==> src/rtl/bus_ack_fsm.sv <==
module bus_ack_fsm #(
  parameter int TW = 4
) (
  input  logic          clk,
  input  logic          rst_n,
  input  logic          claim_n,
  input  logic          burst_n,
  input  logic          sram_cs_n,
  input  logic          err_req_n,
  input  logic [TW-1:0] cycle_time,
  output logic          aack_n,
  output logic          ta_n,
  output logic          tea_n,
  output logic          sram_strobe_n,
  output logic          burst_adv_n
);

  typedef enum logic [3:0] {
    S_IDLE, S_BT1, S_BT2, S_BT3, S_BT4,
    S_SWAIT, S_SACK, S_CNT, S_DACK, S_ERR
  } st_t;

  st_t state, nxt;
  logic [TW-1:0] timer;

  always_comb begin
    nxt = S_IDLE;
    case (state)
      S_IDLE:
        if (!claim_n) begin
          if (!burst_n)        nxt = S_BT1;
          else if (!sram_cs_n) nxt = S_SWAIT;
          else if (!err_req_n) nxt = S_ERR;
          else                 nxt = S_CNT;
        end
      S_BT1:   nxt = S_BT2;
      S_BT2:   nxt = S_BT3;
      S_BT3:   nxt = S_BT4;
      S_SWAIT: nxt = S_SACK;
      S_CNT:   nxt = (timer == '0) ? S_DACK : S_CNT;
      default: nxt = S_IDLE;
    endcase
  end

  always_ff @(posedge clk or negedge rst_n)
    if (!rst_n) begin
      state <= S_IDLE;
      timer <= '0;
    end else begin
      state <= nxt;
      timer <= (state == S_IDLE) ? cycle_time : timer - 1'b1;
    end

  assign ta_n          = !(state inside {S_BT1, S_BT2, S_BT3, S_BT4, S_SACK, S_DACK});
  assign aack_n        = !(state inside {S_BT4, S_SACK, S_DACK, S_ERR});
  assign tea_n         = !(state == S_ERR);
  assign sram_strobe_n = !(state inside {S_BT1, S_SWAIT});
  assign burst_adv_n   = !(state inside {S_BT1, S_BT2, S_BT3});

endmodule


==> config.mk <==
export PLATFORM = sky130hd
export DESIGN_NAME = bus_ack_fsm
export DESIGN_NICKNAME = d
export VERILOG_FILES = /design/src/rtl/bus_ack_fsm.sv
export SDC_FILE = /design/constraint.sdc
export NUM_CORES = 1
export LEC_CHECK = 0
export CORE_UTILIZATION = 39
export CTS_CLUSTER_SIZE = 8
export DETAILED_ROUTE_END_ITERATION = 6
export PLACE_DENSITY = 0.71
export SKIP_CTS_REPAIR_TIMING = 1
export SYNTH_ARGS = -nofsm -noshare
export SYNTH_HDL_FRONTEND = slang
export SYNTH_SLANG_ARGS = --single-unit
==> constraint.sdc <==
create_clock -name clk -period 1.45 [get_ports clk]
set_clock_uncertainty 0.05 [all_clocks]
set_input_delay 0.29 -clock clk [delete_from_list [all_inputs] [get_ports clk]]
set_output_delay 0.29 -clock clk [all_outputs]
set_load 0.1 [all_outputs]
==> summary.txt <==
Logic synthesis
  • Ys Warns: 0
  • Xor/xnor cell area share of the yosys netlist: ~3.5%
  • Area contributors post-synth: dfrtp_1, inv_1, a21oi_1
  • Cells after synthesis: 60
  • Multiplexer share of the synthesized area: 0%
  • Largest family of logic cells by synthesized area: simple AND/OR/NAND/NOR gates
  • Synthesized net count: 71
  • Synth Area in Compound Gates: 19.6%
  • Post-Syn Area: just over 500 sq um
  • Synth Register Bits: 8
  • Sequential area share after synthesis: slightly below 40%
  • Post-Synth Adder-Cell Area: 2.48%
  • Top cell type's share of synthesized area: 39.6%
  • Dominant cell type by area after synthesis: dfrtp_1
  • Simple-gate share of the synthesized area: 24.0%
  • Syn Area/Cell: 8.42 sq um
  • Synth cell types: 28

Worst setup path
  • R2r setup slk: -0.22 ns
  • Register-to-Register Path Depth: 4
  • Worst flop-to-flop path startpoint: state[1]
  • Critical path startpoint category: flop
  • Slowest CP cell: dfrtp_2
  • Crit path buf inv count: 2
  • CP peak stage delay: ~0.37 ns
  • CP required: 1.11 ns
  • Max FO, Critical Path: 4
  • Crit path kind: reg2out
  • Critical-path cell list: buf_4 -> nor2_1 -> o32a_4 -> buf_12
  • Crit. End Element: primary output
  • R2r endpoint: timer[1]
  • Data arrival, critical path: 1.36 ns
  • Crit path max-delay family: flip-flops

Finish
  • Core Util, Final: 86.5%
  • Finished Cell Area: 1000 sq um
  • Share of cells above drive strength 1: 54.9%
  • Total Nets Final: between 100 and 150
  • Layout Area Growth over Synthesis: 97.8%
  • Final std cells w/o fill: 105
  • N_diodes: 0

Floorplan
  • # rows: 12
  • Die Ht: 38 microns
  • Core Region: 1160 sq um
  • Die ar.: around 1400 sq um
  • I/O pin count: 15
  • Die width: 38 microns
  • Initial Utilization: 43.7%

Job
  • Max Cap Viol: 0

Clock network
  • H-tree level count: 1
  • CTS Root Cell: clkbuf_4
  • Clock Latency Late Sink: 0.26 ns
  • CTS tree: yes
  • CTS max path bufs: 2
  • CTS Sinks: 8
  • Clk slew on worst S/H paths: 0.06 ns
  • TritonCTS buffer count: 3

Routing
  • Vias post-DR: 591
  • Vias per cell: 5.63
  • DRT Wirelength: 1810 microns
  • # DRC: 0
  • Routed len/inst: 17.3 microns
  • TritonRoute pass-1 iters: 4
  • DR iter-0 viols: 19
  • Antenna Nets Post-Route: 0

Pwr
  • Clock share of power: 6.6%
  • Pint: 1.30 mW
  • Total net switching power: approximately 1.3 mW
  • LEAKAGE: 0.419 nW
  • Combinational Power Share: 76.1%
  • Seq pwr share: 17.4%
  • Switch share: ~50%
  • Pwr dens: about 2600 nW/um^2
  • Max VDD drop: 2200 uV

Timing
  • Final WS setup: -0.247 ns
  • Setup violators final: 12
  • Fmax: 589 MHz
  • Fin crit share: 117%
  • Max-slew headroom: between 70% and 80%
  • Final setup TNS: -1.85 ns
  • WHS: 0.260 ns
  • Tmin final: 1.70 ns
  • Final Hold Viols: 0
  • Max-slew violations: 0
  • Slew @ Worst Pin: 0.375 ns
  • Unrepaired setup endpoints after global routing: true

Outcome
  • Violated checks: setup timing
  • Status: finished, violations left

Worst hold path
  • Type of the most critical hold path: in2async

Placed design
  • Dpl cells: 98
  • DP Area: 886 sq um
  • Placer Congestion: between 0.7 and 0.8
  • Final HPWL DP: 1060 microns
  • I/O Buffers: 14

GRT
  • Initial antenna violation count: 0
  • Vias in the first global route: 521
  • First-pass GRT wire length: 2140 microns
  • Largest net degree at the start of global routing: 9
  • Total global-route track usage: 21.8%
  • GRT overflow: 0
state kept, by name, summed over array words and instances (netlist names):
signal	cells
timer	4
state	4
Yosys cell counts, drive strengths merged:
cell,n
inv,7
ha,1
nand4,1
or3,1
nor3,2
or3b,1
xnor2,2
a21oi,5
o32a,1
nor4,1
clkbuf,2
o2111ai,1
o221ai,1
nor2,6
nand3b,1
a31oi,1
nand3,1
o32ai,1
buf,3
nand2,4
nor3b,1
o21ai,3
or4,1
o211ai,1
a211o,1
dfrtp,8
nor2b,2
logic make-up (layout without fill, tap and decap cells):
logic type                 count (synthesis)  in the layout
AOI/OAI and AO/OA                         15             15
xor gates and xnor gates                   2              2
adders and majority gates                  1              1
buffers and inverters                     12             43
DFF                                        8              8
and+or+nand+nor                           22             22
worst max-delay path by stage:
stage          startpoint  endpoint  slack [ns]  cells past startpoint
5_1_grt          state[1]  timer[1]       -0.28                      4
6_report         state[2]      ta_n       -0.25                      4
3_3_place_gp     state[0]  state[3]       -0.05                      4
2_1_floorplan    state[0]    aack_n       -0.08                      3
4_1_cts          state[2]    aack_n       -0.30                      5
3_5_place_dp     state[0]  state[3]       -0.04                      4
per-stage QoR:
step | total power, mW | worst slack (ns)
after floorplan | 1.63 | -0.0818
after global placement | 2.15 | -0.0480
after detailed placement | 2.19 | -0.0386
after CTS | 2.37 | -0.298
after global routing | 2.74 | -0.284
final | 2.61 | -0.247
power groups by stage:
stage	combinational (mW)	clock [mW]	sequential [mW]
final	1.99	0.172	0.453
after global routing	2.09	0.188	0.461
after CTS	1.76	0.174	0.437
after detailed placement	1.75	0	0.438
after global placement	1.72	0	0.435
after floorplan	1.25	0	0.385
layout by cell type (no fill, tap or decap), types with 2 or more instances in the layout:
cell             Yosys  final
xnor2_1              2      2
nor2_1               6      5
buf_4                0     16
dfrtp_1              8      4
buf_12               0      5
a21oi_2              0      2
a21oi_1              5      3
clkdlybuf4s50_1      0      9
nand2_1              4      3
dfrtp_2              0      4
clkbuf_4             0      3
inv_1                7      5
buf_6                1      3
o21ai_0              3      2
layout make-up:
| cell class | instances | area [sq um] |
|---|---|---|
| sequential | 8 | 205 |
| multi-input combinational | 40 | 377 |
| timing repair buffer | 33 | 344 |
| inverter | 7 | 33.8 |
| clock buffer | 3 | 22.5 |
| tap | 14 | 17.5 |
| fill | 65 | 156 |
per-layer routing:
layer / vias to the layer above / share of wire, % / global-route usage [%]
met5: - / 0 / 0
met3: 12 / 6.3 / 8.72
met4: 0 / 4.2 / 2.68
li1: 277 / - / -
met2: 31 / 51 / 34.9
met1: 271 / 38 / 28.3
Power figures use the tool's default switching activity.
